<file path="config.mk">
export PLATFORM = sky130hd
export DESIGN_NAME = bpar_corrector
export DESIGN_NICKNAME = d
export VERILOG_FILES = /design/src/rtl/bpar_pkg.sv /design/src/rtl/bpar_rowbuf.sv /design/src/rtl/bpar_locator.sv /design/src/rtl/bpar_corrector.sv
export SDC_FILE = /design/constraint.sdc
export NUM_CORES = 1
export LEC_CHECK = 0
export ABC_AREA = 1
export CAP_MARGIN = 20
export CORE_MARGIN = 5
export CORE_UTILIZATION = 40
export DETAILED_ROUTE_END_ITERATION = 6
export GPL_TIMING_DRIVEN = 0
export PLACE_DENSITY = 0.57
export SLEW_MARGIN = 15
export SYNTH_ARGS = -nofsm -noshare
export SYNTH_HDL_FRONTEND = slang
export SYNTH_HIERARCHICAL = 1
export SYNTH_SLANG_ARGS = --single-unit
export TNS_END_PERCENT = 10
</file>
<file path="constraint.sdc">
create_clock -name clk -period 2.6 [get_ports clk]
set_clock_uncertainty 0.15 [all_clocks]
set_input_delay 0.52 -clock clk [delete_from_list [all_inputs] [get_ports clk]]
set_output_delay 0.52 -clock clk [all_outputs]
set_load 0.005 [all_outputs]
</file>
<file path="src/rtl/bpar_pkg.sv">
package bpar_pkg;

    typedef enum logic [1:0] {
        ST_TAKE  = 2'd0,
        ST_COLW  = 2'd1,
        ST_DRAIN = 2'd2
    } bpar_state_e;

    typedef struct packed {
        logic fix_data;
        logic fixed;
        logic bad;
    } bpar_verdict_t;

    // ones count saturated at 2: 0, 1 or "many"
    function automatic logic [1:0] ones_sat(input logic [63:0] v);
        logic [1:0] n;
        n = 2'd0;
        for (int i = 0; i < 64; i++) begin
            if (v[i] && n != 2'd2) n = n + 2'd1;
        end
        return n;
    endfunction

endpackage

</file>
<file path="src/rtl/bpar_rowbuf.sv">
module bpar_rowbuf #(
    parameter int W  = 4,
    parameter int N  = 4,
    localparam int IW = (N > 1) ? $clog2(N) : 1
) (
    input  logic          clk,
    input  logic          rst,
    input  logic          wr_en,
    input  logic [IW-1:0] wr_idx,
    input  logic [W-1:0]  wr_data,
    input  logic          wr_rpar,
    input  logic [IW-1:0] rd_idx,
    output logic [W-1:0]  rd_data,
    output logic          rd_rmis,
    output logic [N-1:0]  rmis_vec
);
    logic [W-1:0] word_q [N];

    for (genvar r = 0; r < N; r++) begin : g_row
        always_ff @(posedge clk) begin
            if (rst) begin
                word_q[r]   <= '0;
                rmis_vec[r] <= 1'b0;
            end else if (wr_en && wr_idx == IW'(r)) begin
                word_q[r]   <= wr_data;
                // odd parity holds when data ones + parity bit is odd
                rmis_vec[r] <= ~(^wr_data ^ wr_rpar);
            end
        end
    end

    assign rd_data = word_q[rd_idx];
    assign rd_rmis = rmis_vec[rd_idx];

    assert_wr_in_range_R3: assert property (@(posedge clk) disable iff (rst)
        wr_en |-> (int'(wr_idx) < N));

endmodule

</file>
<file path="src/rtl/bpar_locator.sv">
module bpar_locator
    import bpar_pkg::*;
#(
    parameter int W = 4,
    parameter int N = 4
) (
    input  logic [N-1:0] rmis,
    input  logic [W-1:0] cmis,
    output bpar_verdict_t verdict
);
    logic [1:0] rows_bad;
    logic [1:0] cols_bad;

    always_comb begin
        rows_bad = ones_sat(64'(rmis));
        cols_bad = ones_sat(64'(cmis));
        verdict  = '0;
        if (rows_bad == 2'd2 || cols_bad == 2'd2) begin
            verdict.bad = 1'b1;
        end else if (rows_bad == 2'd1 && cols_bad == 2'd1) begin
            verdict.fix_data = 1'b1;
            verdict.fixed    = 1'b1;
        end else if (rows_bad != cols_bad) begin
            // lone fault sits in a parity bit: data is already right
            verdict.fixed = 1'b1;
        end
    end

    always_comb begin
        assert_flags_exclusive_R7: assert (!(verdict.fixed && verdict.bad));
    end

endmodule

</file>
<file path="src/rtl/bpar_corrector.sv">
module bpar_corrector
    import bpar_pkg::*;
#(
    parameter int W = 4,
    parameter int N = 4,
    localparam int IW = (N > 1) ? $clog2(N) : 1,
    localparam int CW = $clog2(N + 1)
) (
    input  logic         clk,
    input  logic         rst,
    input  logic         mode,
    input  logic         in_valid,
    output logic         in_ready,
    input  logic [W-1:0] in_data,
    input  logic         in_rpar,
    output logic         out_valid,
    input  logic         out_ready,
    output logic [W-1:0] out_data,
    output logic         out_rpar,
    output logic         out_col,
    output logic         out_fixed,
    output logic         out_bad
);
    bpar_state_e   state;
    logic [CW-1:0] cnt;
    logic [IW-1:0] ocnt;
    logic [W-1:0]  col_acc;
    logic [W-1:0]  cmis_q;
    logic          fire;
    logic          buf_wr;
    logic [W-1:0]  rd_data;
    logic          rd_rmis;
    logic [N-1:0]  rmis_vec;
    bpar_verdict_t verdict;

    assign in_ready = (state == ST_TAKE) && (mode || out_ready);
    assign fire     = in_valid && in_ready;
    assign buf_wr   = fire && mode && (cnt != CW'(N));

    bpar_rowbuf #(.W(W), .N(N)) u_rowbuf (
        .clk      (clk),
        .rst      (rst),
        .wr_en    (buf_wr),
        .wr_idx   (cnt[IW-1:0]),
        .wr_data  (in_data),
        .wr_rpar  (in_rpar),
        .rd_idx   (ocnt),
        .rd_data  (rd_data),
        .rd_rmis  (rd_rmis),
        .rmis_vec (rmis_vec)
    );

    bpar_locator #(.W(W), .N(N)) u_locator (
        .rmis    (rmis_vec),
        .cmis    (cmis_q),
        .verdict (verdict)
    );

    always_ff @(posedge clk) begin
        if (rst) begin
            state   <= ST_TAKE;
            cnt     <= '0;
            ocnt    <= '0;
            col_acc <= '0;
            cmis_q  <= '0;
        end else begin
            unique case (state)
                ST_TAKE: if (fire) begin
                    if (!mode) begin
                        col_acc <= col_acc ^ in_data;
                        if (cnt == CW'(N - 1)) begin
                            cnt   <= '0;
                            state <= ST_COLW;
                        end else begin
                            cnt <= cnt + CW'(1);
                        end
                    end else if (cnt != CW'(N)) begin
                        col_acc <= col_acc ^ in_data;
                        cnt     <= cnt + CW'(1);
                    end else begin
                        cmis_q  <= ~(col_acc ^ in_data);
                        col_acc <= '0;
                        cnt     <= '0;
                        ocnt    <= '0;
                        state   <= ST_DRAIN;
                    end
                end
                ST_COLW: if (out_ready) begin
                    col_acc <= '0;
                    state   <= ST_TAKE;
                end
                ST_DRAIN: if (out_ready) begin
                    if (ocnt == IW'(N - 1)) begin
                        ocnt  <= '0;
                        state <= ST_TAKE;
                    end else begin
                        ocnt <= ocnt + IW'(1);
                    end
                end
                default: state <= ST_TAKE;
            endcase
        end
    end

    always_comb begin
        out_valid = 1'b0;
        out_data  = '0;
        out_rpar  = 1'b0;
        out_col   = 1'b0;
        out_fixed = 1'b0;
        out_bad   = 1'b0;
        unique case (state)
            ST_TAKE: if (!mode) begin
                out_valid = in_valid;
                out_data  = in_data;
                out_rpar  = ~^in_data;
            end
            ST_COLW: begin
                out_valid = 1'b1;
                out_data  = ~col_acc;
                out_col   = 1'b1;
            end
            ST_DRAIN: begin
                out_valid = 1'b1;
                out_data  = rd_data ^ ((verdict.fix_data && rd_rmis) ? cmis_q : '0);
                out_fixed = verdict.fixed;
                out_bad   = verdict.bad;
            end
            default: ;
        endcase
    end

    assert_colbeat_follows_R2: assert property (@(posedge clk) disable iff (rst)
        (state == ST_TAKE && !mode && fire && cnt == CW'(N - 1)) |=> (out_valid && out_col && !in_ready));

    assert_drain_starts_R3: assert property (@(posedge clk) disable iff (rst)
        (state == ST_TAKE && mode && fire && cnt == CW'(N)) |=> (out_valid && !out_col));

    assert_drain_hold_R9: assert property (@(posedge clk) disable iff (rst)
        (state == ST_DRAIN && !out_ready) |=> (out_valid && $stable(out_data) && $stable(ocnt)));

    assert_flag_scope_R8: assert property (@(posedge clk) disable iff (rst)
        (state != ST_DRAIN) |-> (!out_fixed && !out_bad));

    assert_reset_clears_R10: assert property (@(posedge clk)
        rst |=> (state == ST_TAKE && cnt == '0 && col_acc == '0));

endmodule

</file>
# After elaboration in Yosys (flattened, before gate mapping)
# Memories as Yosys holds them, arrays and structs flattened. A register that Yosys moved wholly into a read port is not among the register bits.
# Cells that the tools add are included.
# Widths: inputs -> output; s select.
word_totals:
  wordCells: 154
  ram_bits: 16
  out_inout_bits: 10
  inputBits: 10
  latchBits: 0
  regBits: 19
  mem_count: 1
  romBits: 0
mem_list:
  columns: ["memory", "words", "word_bits", "rd", "rd_clocked_by_memory_dff", "write_ports", "line_no", "source"]
  rows:
  - ["u_rowbuf.word_q", 4, 4, 1, 1, 4, "bpar_rowbuf.sv:17", "logic [W-1:0] word_q [N];"]
op_classes:
  bitwise_logic: 11
  n_addsub: 8
  multipliers: 0
  n_div: 0
  mux: 67
  magnitude_cmp: 1
  reduce_logical: 30
  eq_ne: 27
  shift: 0
op_table:
  columns: ["op", "count"]
  rows:
  - ["$mux 2", 21]
  - ["$mux 4", 10]
  - ["$mux 1", 27]
  - ["$ne 2x2->1 const B", 11]
  - ["$logic_and 1x1->1", 16]
  - ["$add 2x1->2 const B", 6]
  - ["$eq 2x2->1 const B", 6]
  - ["$pmux 4 s3", 1]
  - ["$mux 3", 3]
  - ["$eq 2x1->1 const B", 4]
  - ["$not 4->4", 2]
  - ["$pmux 4 s2", 1]
  - ["$xor 4x4->4", 2]
  - ["$ne 3x3->1 const B", 2]
  - ["$pmux 2 s3", 1]
  - ["$reduce_and 6->1", 1]
  - ["$reduce_and 5->1", 1]
  - ["$logic_not 2->1", 2]
  - ["$or 1x1->1", 4]
  - ["$pmux 2 s2", 1]
  - ["$reduce_and 4->1", 1]
  - ["$reduce_bool 2->1", 2]
  - ["$reduce_xnor 4->1", 1]
  - ["$reduce_xor 4->1", 1]
  - ["other kinds (15)", 17]

# Depth between registers and ports, before layout
# Gate-level depths: netlist of the first run.
logic_depth:
  depth_word: 18
  ltp_mapped: 18
  mapped_depth_nobuf: 18

# Modules after synthesis
# The synthesis of the first run kept the hierarchy.
modules_own_cells:
  columns: ["module", "cells_per_inst", "area_each_um2", "seq_area_each_um2", "n_inst"]
  rows:
  - ["bpar_corrector", 180, 1163.6, 300.3, 1]
  - ["bpar_rowbuf", 110, 962.2, 560.5, 1]
  - ["bpar_locator", 70, 387.9, 0.0, 1]

# Least setup slack after synthesis of the first run
# Ideal clock, no wire load.
synth_timing:
  kind: "reg-to-output"
  from: "register cmis_q[0]"
  to: "output out_data[0]"
  stages_incl_launch_ff: 18
  setup_slack_ps: -134
  arrival_ps: 2064
  n_path_buf: 0
  path_cell_list: "dfxtp_1 inv_1 ha_1 nand3_1 nand2_2 ha_1 inv_2 nand2_1 inv_1 nand2_1 nand2_2 nand2_2 nor2_2 nand2_1 inv_1 nand3_1 nand3_1 a31oi_1"
synth_lines:
  columns: ["item", "line_no", "source"]
  rows:
  - ["start: declaration", "bpar_corrector.sv:28", "logic [W-1:0] cmis_q;"]
  - ["start signal: assignment", "bpar_corrector.sv:81", "cmis_q <= ~(col_acc ^ in_data);"]
  - ["end: declaration", "bpar_corrector.sv:18", "output logic [W-1:0] out_data,"]

==> metrics.md, run 1 <==
| Metric | Value |
|---|---|
| GRT Total Usage | `0.169` |
| Setup ws final | `-599 ps` |
| Die area | `between 7000 and 8000 um^2` |
| Routed vias/inst | `4.91` |
| Wire per inst | `about 13 um` |
| H-tree depth | `2` |
| Clk buf depth | `2` |
| DRT Wirelength | `5990 um` |
| Layout cells sized above 1 | `0.261` |
| Worst setup path start | `cmis_q[0]$_SDFFE_PP0P_` |
| Min Tclk post-route | `between 3000 and 4000 ps` |
| Hold crit path type | `reg2reg` |
| Via count of the first global-routing pass | `about 2200` |
| Post-synthesis sequential area ratio | `0.342` |
| Inst Count DP | `454` |
| EDFF count, synth | `16` |
| Worst Setup Path Type | `reg2out` |
| Std cell rows | `28` |
| Switch Pwr | `roughly 0.99 mW` |
| Post-Synthesis Cells | `360` |
| TritonCTS clock tree | `done` |
| Outcome | `finished, violations left` |
| FFs w/ async S/R, synth | `0` |
| CP arrival | `2530 ps` |
| Diodes inserted | `0` |
| # IOs | `20` |
| Sequential power share | `0.328` |
| Gate power share | `0.507` |
| Yosys warning count | `6` |
| CTS Sinks | `35` |
| Worst Path Required | `a little under 2000 ps` |
| Drc violations | `0` |
| Die height | `approximately 90 um` |
| Max VDD drop | `~0.57 mV` |
| Area grow syn2layout | `24.2%` |
| Reg-to-Reg Start | `cnt[0]$_SDFFE_PP0P_` |
| Clk Latency, worst-skew pair | `280 ps` |
| DPL Wire Length | `4570 um` |
| # hold bufs at CTS | `0` |
| P per Cell Area | `751 nW/um^2` |
| Worst slew pin tran | `472 ps` |
| Switch share | `0.424` |
| Library cells used by synthesis | `31` |
| Largest net degree at the start of global routing | `13` |
| Root Buffer Master | `clkbuf_8` |
| CP startpoint kind | `flip-flop` |
| Max_cap viols | `0` |
| ANT nets after route | `0` |
| Starting DRT DRC Count | `between 100 and 150` |
| Vias | `2329` |
| Hold Crit Start | `col_acc[0]$_SDFFE_PP0P_` |
| Core area | `6030 um^2` |
| TritonCTS buffer count | `5` |
| IO buf count | `19` |
| Clock slew at reported path FFs | `around 70 ps` |
| Endpoints failing setup | `7` |
| Fmax | `0.313 GHz` |
| DIE WIDTH | `approximately 90 um` |
| Placer congestion estimate | `0.817` |
| Leakage Power | `around 1.4 nW` |
| Post-synth top flop | `dfxtp_1` |
| Post-Syn Area per Cell | `approximately 7.0 um^2` |
| Clock network fraction of total power | `0.166` |
| Fin nets | `about 430` |
| GRT overflow | `0` |
| Setup crit end kind | `primary output` |
| Antenna violations before repair | `0` |
| Synth Register Bits | `35` |
| Final instance count without filler cells | `474` |
| First-pass GRT wire length | `about 10000 um` |
| Syn nets | `between 300 and 400` |
| Starting Density | `0.417` |
| P_int | `roughly 1.4 mW` |
| Failing checks | `setup timing` |
| Cell area after synthesis | `between 2000 and 3000 um^2` |
| Max-slew headroom | `0.685` |
| Pre-Repair DR Iteration Count | `5` |
| Max-slew violations | `0` |
| Crit share post-route | `1.23` |
| Unrepaired setup endpoints after global routing | `yes` |
| Power Total | `2.35 mW` |
| Hold Vio Cnt, Final | `0` |
| Max Fanout on Critical Path | `5` |
-- cells in the final DEF (no fill, tap or decap), types with 5 or more instances in the layout --
cell type / count
buf_2: 6
nor2_1: 54
nand2_2: 17
edfxtp_1: 16
o21ai_0: 19
ha_1: 10
dlygate4sd2_1: 5
clkdlybuf4s50_1: 7
a21oi_1: 11
xnor2_1: 6
clkbuf_8: 5
inv_1: 35
dfxtp_1: 15
buf_4: 11
o22ai_1: 5
inv_2: 19
nand3_2: 8
nand3_1: 42
nand2_1: 54
-- synthesized netlist by cell type (2+ instances only) --
library cell | n | area share
ha_1 | 17 | 0.085
nand3_1 | 48 | 0.096
nor2_2 | 3 | 0.0075
xnor2_1 | 6 | 0.021
nand3_2 | 3 | 0.012
nand2_1 | 63 | 0.094
a31oi_1 | 4 | 0.010
buf_4 | 2 | 0.0060
dfxtp_1 | 19 | 0.15
o21ai_1 | 2 | 0.0040
o22ai_1 | 5 | 0.012
or2_2 | 4 | 0.010
inv_2 | 14 | 0.021
buf_2 | 2 | 0.0040
edfxtp_1 | 16 | 0.19
nand2_2 | 11 | 0.027
inv_1 | 44 | 0.066
xor2_1 | 2 | 0.0070
nor2_1 | 55 | 0.082
a21oi_1 | 11 | 0.022
o21ai_0 | 19 | 0.038
-- worst max-delay path, stage by stage, from the launching register on --
cell,delay [ps]
dfxtp_4,360
inv_2,40
ha_4,270
inv_1,40
nand2_2,70
nand2_2,70
ha_2,170
inv_2,60
nand2_4,60
inv_4,60
nand2_1,40
nand2_1,80
nand2_2,80
nor2_4,170
buf_6,120
nand3_2,70
nand2_2,100
nand3_2,60
a31oi_1,170
buf_2,140
-- flip-flops by register name, summed over array words and instances, names as in the netlist --
name               cells
state                  2
ocnt                   2
u_rowbuf/rmis_vec      4
u_rowbuf/word_q       16
cnt                    3
cmis_q                 4
col_acc                4
-- path summary, 6_finish.rpt --
path                                          to  slack (ps)  depth (start not counted)
min                      col_acc[0]$_SDFFE_PP0P_         340                          2
max                                  out_data[2]        -600                         19
min reg2reg              col_acc[0]$_SDFFE_PP0P_         340                          2
max reg2reg  u_rowbuf/word_q[3][3]$_SDFFCE_PN0P_         520                          9
-- metrics by stage --
| step | utilization | TNS (ps) | hold WS, ps | worst slack, ps | cell area [um^2] |
|---|---|---|---|---|---|
| detailed placement | 0.471 | -4210 | 334 | -804 | 2840 |
| finish | 0.518 | -2520 | 340 | -599 | 3120 |
| global route | 0.518 | -3670 | 373 | -784 | 3120 |
| global placement | 0.471 | -4110 | 328 | -796 | 2840 |
| floorplan | - | 0 | 305 | 2.15 | 2550 |
| CTS | 0.508 | -3020 | 344 | -577 | 3060 |
-- kinds of logic after synthesis --
kind of cell,synth area share
buffers and inverters,0.0981
XOR/XNOR,0.0279
adder cells (fa/ha/maj),0.0846
flip-flops,0.342
AO/OA/AOI/OAI,0.0991
AND/OR/NAND/NOR,0.348
-- per-layer routing --
metal	GRT usage	vias to the layer above	share of wire
met2	0.281	43	0.49
met1	0.231	1041	0.47
met4	0.0419	0	0.011
li1	-	1239	-
met3	0.0249	6	0.035
met5	0	-	0
-- power groups by stage --
stage	Combinational (mW)	Clock (mW)	Sequential (mW)
final	1.19	0.388	0.769
after global routing	1.35	0.437	0.783
after CTS	1.18	0.409	0.763
after detailed placement	1.16	0	0.778
after global placement	1.15	0	0.776
after floorplan	0.817	0	0.749
-- repair_timing --
item                                    in CTS  in global routing
pin swaps                                   14                 14
endpoints found under the setup margin       8                  8
setup buffers                               10                  2
resized for setup                           46                 21
-- layout make-up --
cell class	instances	area (um^2)
Timing Repair Buffer	31	262
Buffer	4	28.8
Clock inverter	3	20.0
Sequential cell	35	876
Multi-Input combinational cell	262	1540
Inverter	59	231
Clock buffer	5	68.8
Fill cell	617	2900
Tap cell	75	93.8
No activity file was read; power rests on OpenSTA's default activity.
==> run 2, diff against run 1 <==
--- a/config.mk
+++ b/config.mk
@@ -10,7 +10,6 @@
 export CORE_MARGIN = 5
 export CORE_UTILIZATION = 40
 export DETAILED_ROUTE_END_ITERATION = 6
-export GPL_TIMING_DRIVEN = 0
 export PLACE_DENSITY = 0.57
 export SLEW_MARGIN = 15
 export SYNTH_ARGS = -nofsm -noshare
==> run 2 against run 1 <==
The flow still finishes with violations (setup timing). Combinational power up 8%. Sequential power decreased by 2%. Via count increased by 6.8%.
==> metrics.md, run 2 (same netlist as run 1, synthesis figures left out) <==
| Metric | Value |
|---|---|
| Hold crit path type | `reg2reg` |
| Max VDD drop | `just over 0.5 mV` |
| First-pass GRT wire length | `roughly 11000 um` |
| GRT overflow | `0` |
| Core area | `between 6000 and 7000 um^2` |
| Register area | `~870 um^2` |
| Fmax | `about 0.32 GHz` |
| CTS Sinks | `35` |
| Setup crit end kind | `primary output` |
| Max FFs per register | `16` |
| Std cell rows | `28` |
| Placement Setup Slack | `-625 ps` |
| CP arrival | `about 2400 ps` |
| DIE WIDTH | `slightly below 90 um` |
| Clk buf depth | `2` |
| Setup ws final | `-483 ps` |
| DPL Wire Length | `between 4000 and 5000 um` |
| CP Buf/Inv Count | `6` |
| Clock slew at reported path FFs | `around 70 ps` |
| Fin nets | `about 460` |
| Worst Path Required | `1930 ps` |
| Max-slew headroom | `0.665` |
| Final instance count without filler cells | `about 500` |
| Min Tclk post-route | `roughly 3100 ps` |
| Largest net degree at the start of global routing | `14` |
| GRT Total Usage | `0.178` |
| Unrepaired setup endpoints after global routing | `yes` |
| Starting DRT DRC Count | `between 150 and 200` |
| # fillers | `roughly 560` |
| Die area | `roughly 8000 um^2` |
| Placer congestion estimate | `between 0.9 and 1` |
| # hold bufs at CTS | `0` |
| DRT Wirelength | `between 6000 and 7000 um` |
| Worst slew pin tran | `503 ps` |
| CP startpoint kind | `flip-flop` |
| Layout cells sized above 1 | `0.324` |
| Area grow syn2layout | `35.8%` |
| Routed vias/inst | `approximately 4.9` |
| Outcome | `finished, violations left` |
| Via count of the first global-routing pass | `around 2400` |
| Hold Vio Cnt, Final | `0` |
| # IOs | `20` |
| Commonest non-fill, non-tap cell in the layout | `nor2_1` |
| Vias | `roughly 2500` |
| Max_cap viols | `0` |
| P per Cell Area | `about 710 nW/um^2` |
| TritonCTS buffer count | `5` |
| Crit-path cells | `inv_1 -> ha_4 -> inv_2 -> nand2_2 -> nand2_4 -> ha_4 -> inv_4 -> nand2_4 -> inv_2 -> nand2_1 -> nand2_1 -> nand2_2 -> nor2_4 -> nand2_1 -> inv_2 -> nand3_2 -> nand3_2 -> a31oi_1 -> buf_2` |
| Slowest stage cell on the critical path | `dfxtp_2` |
| Clk Latency, worst-skew pair | `290 ps` |
| Root Buffer Master | `clkbuf_8` |
| Pre-Repair DR Iteration Count | `4` |
| Leakage Power | `1.60 nW` |
| Hold slack final | `between 300 and 400 ps` |
| Diodes inserted | `0` |
| Antenna violations before repair | `0` |
| Area of the multi-input gates | `between 1500 and 2000 um^2` |
| H-tree depth | `2` |
| Commonest non-fill, non-tap cells in the layout | `nor2_1, nand2_1, buf_4, nand3_1, inv_1` |
| Biggest register | `u_rowbuf/word_q` |
| Max Fanout on Critical Path | `5` |
| TritonCTS clock tree | `done` |
| ANT nets after route | `0` |
| Endpoints failing setup | `6` |
| IO buf count | `19` |
| Worst Setup Path Type | `reg2out` |
| Worst path max stage delay | `~340 ps` |
| Inst Count DP | `roughly 490` |
| Wire per inst | `12.7 um` |
| Die height | `between 80 and 90 um` |
| Max-slew violations | `0` |
| Failing checks | `setup timing` |
| Crit share post-route | `1.19` |
| Crit-path leading delay family | `simple AND/OR/NAND/NOR gates` |
| Drc violations | `0` |
| Starting Density | `0.417` |
## run 2: changes by cell type in the layout (fill, tap and decap cells not counted), sizes merged
cell,before,now
dlymetal6s2s,2,1
buf,20,57
clkinvlp,2,1
dlygate4sd2,5,2
clkdlybuf4s50,7,11
## run 2: final cells by class
cell class,count,share of cell area
multi-input combinational,262,0.460
sequential,35,0.256
timing repair buffer,71,0.165
inverter,59,0.0663
tap,75,0.0275
clock buffer,6,0.0213
clock inverter,2,0.00367
## run 2: worst reg2reg max path, cell delays in order (launching register included)
cell and delay, ps:
dfxtp_1 420, inv_1 80, ha_1 230, nand2_1 110
nand3_1 110, nor2_1 250, nand3_1 190, nor2_1 230
inv_2 80, nor2_1 110
## run 2: timing repair
action,in CTS,in global routing
pin swaps,23,15
setup buffers,14,3
gates resized for setup,47,17
setup endpoints to repair,7,8
## run 2: routing by layer
metal  up-vias  wire (um)  GRT usage
met4         0         78     0.0514
met2        41       3160      0.307
met3         7        214     0.0313
li1       1312          -          -
met1      1127       3000      0.226
met5         -          0          0
## run 2: stage by stage
stage | util | power, mW | setup TNS [ps] | cell area, um^2
floorplan | - | 1.57 | 0 | 2550
global route | 0.566 | 2.64 | -3640 | 3410
finish | 0.566 | 2.42 | -2440 | 3410
CTS | 0.552 | 2.41 | -2160 | 3330
global placement | 0.510 | 2.01 | -2710 | 3080
detailed placement | 0.510 | 2.02 | -3000 | 3080
## run 2: final timing paths
check | startpoint | endpoint | slack (ps) | depth (start not counted)
min | col_acc[0]$_SDFFE_PP0P_ | col_acc[0]$_SDFFE_PP0P_ | 340 | 2
min reg2reg | col_acc[0]$_SDFFE_PP0P_ | col_acc[0]$_SDFFE_PP0P_ | 340 | 2
max reg2reg | cnt[0]$_SDFFE_PP0P_ | u_rowbuf/word_q[2][1]$_SDFFCE_PN0P_ | 490 | 9
max | cmis_q[1]$_SDFFE_PP0P_ | out_data[1] | -480 | 19
## run 2: power by group
group / internal (mW) / total [mW] / switching, mW / leakage, nW
clock network: 0.187 / 0.387 / 0.200 / 0.0412
logic: 0.556 / 1.28 / 0.729 / 1.24
registers: 0.674 / 0.753 / 0.0790 / 0.324
total: 1.42 / 2.42 / 1.01 / 1.60
==> run 3, diff against run 2 <==
--- a/config.mk
+++ b/config.mk
@@ -7,7 +7,7 @@
 export LEC_CHECK = 0
 export ABC_AREA = 1
 export CAP_MARGIN = 20
-export CORE_MARGIN = 5
+export CORE_MARGIN = 3
 export CORE_UTILIZATION = 40
 export DETAILED_ROUTE_END_ITERATION = 6
 export PLACE_DENSITY = 0.57
==> run 3 against run 2 <==
The flow still finishes with violations (setup timing). Critical path type unchanged. Critical path depth unchanged. Sequential share of layout area increased by 0.29 points. Die area decreased by 8.8%. Hold slack got worse by 3.5 ps. Count of clock-buffer cells in the layout unchanged. Combinational power about the same. Maximum frequency decreased by 1.5%. Core utilization decreased by 0.32 points. Register-to-register slack improved by 40 ps.
==> metrics.md, run 3 (same netlist as run 1, synthesis figures left out) <==
| Metric | Value |
|---|---|
| ANT nets after route | `0` |
| Max-slew headroom | `0.669` |
| Starting DRT DRC Count | `roughly 120` |
| GRT Total Usage | `0.179` |
| Max VDD drop | `roughly 0.53 mV` |
| CTS Sinks | `35` |
| P per Cell Area | `approximately 720 nW/um^2` |
| Min-Delay Path Depth | `2` |
| DP Area | `between 3000 and 4000 um^2` |
| Vias | `approximately 2500` |
| H-tree depth | `2` |
| Power Total | `~2.4 mW` |
| Area grow syn2layout | `34.2%` |
| Clk Latency, worst-skew pair | `280 ps` |
| Drc violations | `0` |
| Routed vias/inst | `approximately 4.9` |
| Starting Density | `0.420` |
| Max-slew violations | `0` |
| Design area | `3370 um^2` |
| Pre-Repair DR Iteration Count | `4` |
| IO buf count | `19` |
| Die area | `7270 um^2` |
| Setup crit end kind | `primary output` |
| Diodes inserted | `0` |
| Worst Setup Path Type | `reg2out` |
| Hold crit path type | `reg2reg` |
| Worst slew pin tran | `496 ps` |
| Layout cells sized above 1 | `0.325` |
| Max FFs per register | `16` |
| Unrepaired setup endpoints after global routing | `yes` |
| Wire per inst | `between 10 and 15 um` |
| Area of the multi-input gates | `approximately 1600 um^2` |
| Worst setup path start | `u_rowbuf/rmis_vec[0]$_SDFFE_PP0P_` |
| Min Tclk post-route | `roughly 3100 ps` |
| CP arrival | `around 2500 ps` |
| Worst Path Required | `a little under 2000 ps` |
| Reg-to-Reg Start | `cnt[0]$_SDFFE_PP0P_` |
| Clock slew at reported path FFs | `around 70 ps` |
| Placer congestion estimate | `about 0.94` |
| Max Fanout on Critical Path | `5` |
| Cells on worst reg2reg path | `7` |
| Worst Setup EP | `out_data[2]` |
| Register area | `approximately 870 um^2` |
| Fin nets | `about 450` |
| Hold Vio Cnt, Final | `0` |
| Setup ws final | `-530 ps` |
| Largest net degree at the start of global routing | `14` |
| Post-layout util | `0.563` |
| DRT Wirelength | `6370 um` |
| Fmax | `between 0.3 and 0.4 GHz` |
| # fillers | `597` |
| Setup TNS Final | `-2400 ps` |
| TritonCTS clock tree | `done` |
| Std cell rows | `28` |
| Biggest register | `u_rowbuf/word_q` |
| # IOs | `20` |
| Die height | `85.3 um` |
| DIE WIDTH | `roughly 85 um` |
| Reg-to-Reg End | `u_rowbuf/word_q[1][2]$_SDFFCE_PN0P_` |
| Endpoints failing setup | `6` |
| Max_cap viols | `0` |
| R2R Setup Slk | `approximately 530 ps` |
| DPL Wire Length | `between 4000 and 5000 um` |
| Clk buf depth | `2` |
| CP startpoint kind | `flip-flop` |
| GRT overflow | `0` |
| TritonCTS buffer count | `5` |
| Inst Count DP | `483` |
| Crit share post-route | `1.20` |
| Core area | `about 6000 um^2` |
| Outcome | `finished, violations left` |
| Commonest non-fill, non-tap cell in the layout | `nor2_1` |
| First-pass GRT wire length | `approximately 10000 um` |
| Commonest non-fill, non-tap cells in the layout | `nor2_1, nand2_1, buf_4, nand3_1, inv_1` |
| Final instance count without filler cells | `slightly above 500` |
| Leakage Power | `around 1.6 nW` |
| Failing checks | `setup timing` |
| # hold bufs at CTS | `0` |
| Via count of the first global-routing pass | `roughly 2300` |
| Root Buffer Master | `clkbuf_8` |
| Antenna violations before repair | `0` |
-- run 3: cell count changes in the layout (fill, tap and decap cells not counted), sizes merged --
cell	delta
dlygate4sd2	-1
clkdlybuf4s50	-2
dlymetal6s2s	+2
buf	-6
-- run 3: layout make-up --
type                    instances  area share
clock buffers                   6      0.0215
repair buffers                 64       0.149
multi-input cells             262       0.471
inverters                      59      0.0679
flip-flops and latches         35       0.259
well taps                      75      0.0278
clock inverters                 2     0.00371
-- run 3: through the flow --
stage | hold WS [ps] | setup WS, ps
4_1_cts | 345 | -490
2_1_floorplan | 305 | 2.15
3_5_place_dp | 333 | -615
5_1_grt | 377 | -711
3_3_place_gp | 329 | -584
6_report | 341 | -530
-- run 3: worst min-delay path by stage --
stage | start | endpoint | slack, ps
6_report | col_acc[0]$_SDFFE_PP0P_ | col_acc[0]$_SDFFE_PP0P_ | 340
5_1_grt | col_acc[0]$_SDFFE_PP0P_ | col_acc[0]$_SDFFE_PP0P_ | 380
4_1_cts | col_acc[0]$_SDFFE_PP0P_ | col_acc[0]$_SDFFE_PP0P_ | 350
3_5_place_dp | col_acc[0]$_SDFFE_PP0P_ | col_acc[0]$_SDFFE_PP0P_ | 330
3_3_place_gp | col_acc[0]$_SDFFE_PP0P_ | col_acc[0]$_SDFFE_PP0P_ | 330
2_1_floorplan | col_acc[0]$_SDFFE_PP0P_ | col_acc[0]$_SDFFE_PP0P_ | 300
-- run 3: repair_timing --
item,4_1_cts,5_1_grt
endpoints found under the hold margin,0,0
pin swaps,13,22
setup buffers,6,6
gates resized for setup,42,30
setup endpoints to repair,7,8
cloned,0,0
-- run 3: power breakdown --
group	total (mW)	switching, mW	internal (mW)
clock network	0.385	0.198	0.187
registers	0.758	0.0839	0.674
logic	1.28	0.733	0.551
total	2.43	1.01	1.41
-- run 3: worst max-delay path, cell delays in order (launching register included) --
cell and delay, ps:
dfxtp_4 390, inv_4 40, ha_4 270, inv_2 40, nand2_2 70, nand2_2 50, ha_2 160, inv_2 60
nand2_4 60, inv_2 60, nand3_2 70, nand2_2 80, nand2_4 50, nor2_4 160, nand2_1 90, inv_2 100
nand3_2 80, nand3_2 100, a31oi_4 80, buf_2 130
-- run 3: routing by layer --
layer / part of all wire / track usage
met1: 0.48 / 0.234
met2: 0.48 / 0.307
met3: 0.029 / 0.0291
met4: 0.014 / 0.0475
met5: 0 / 0
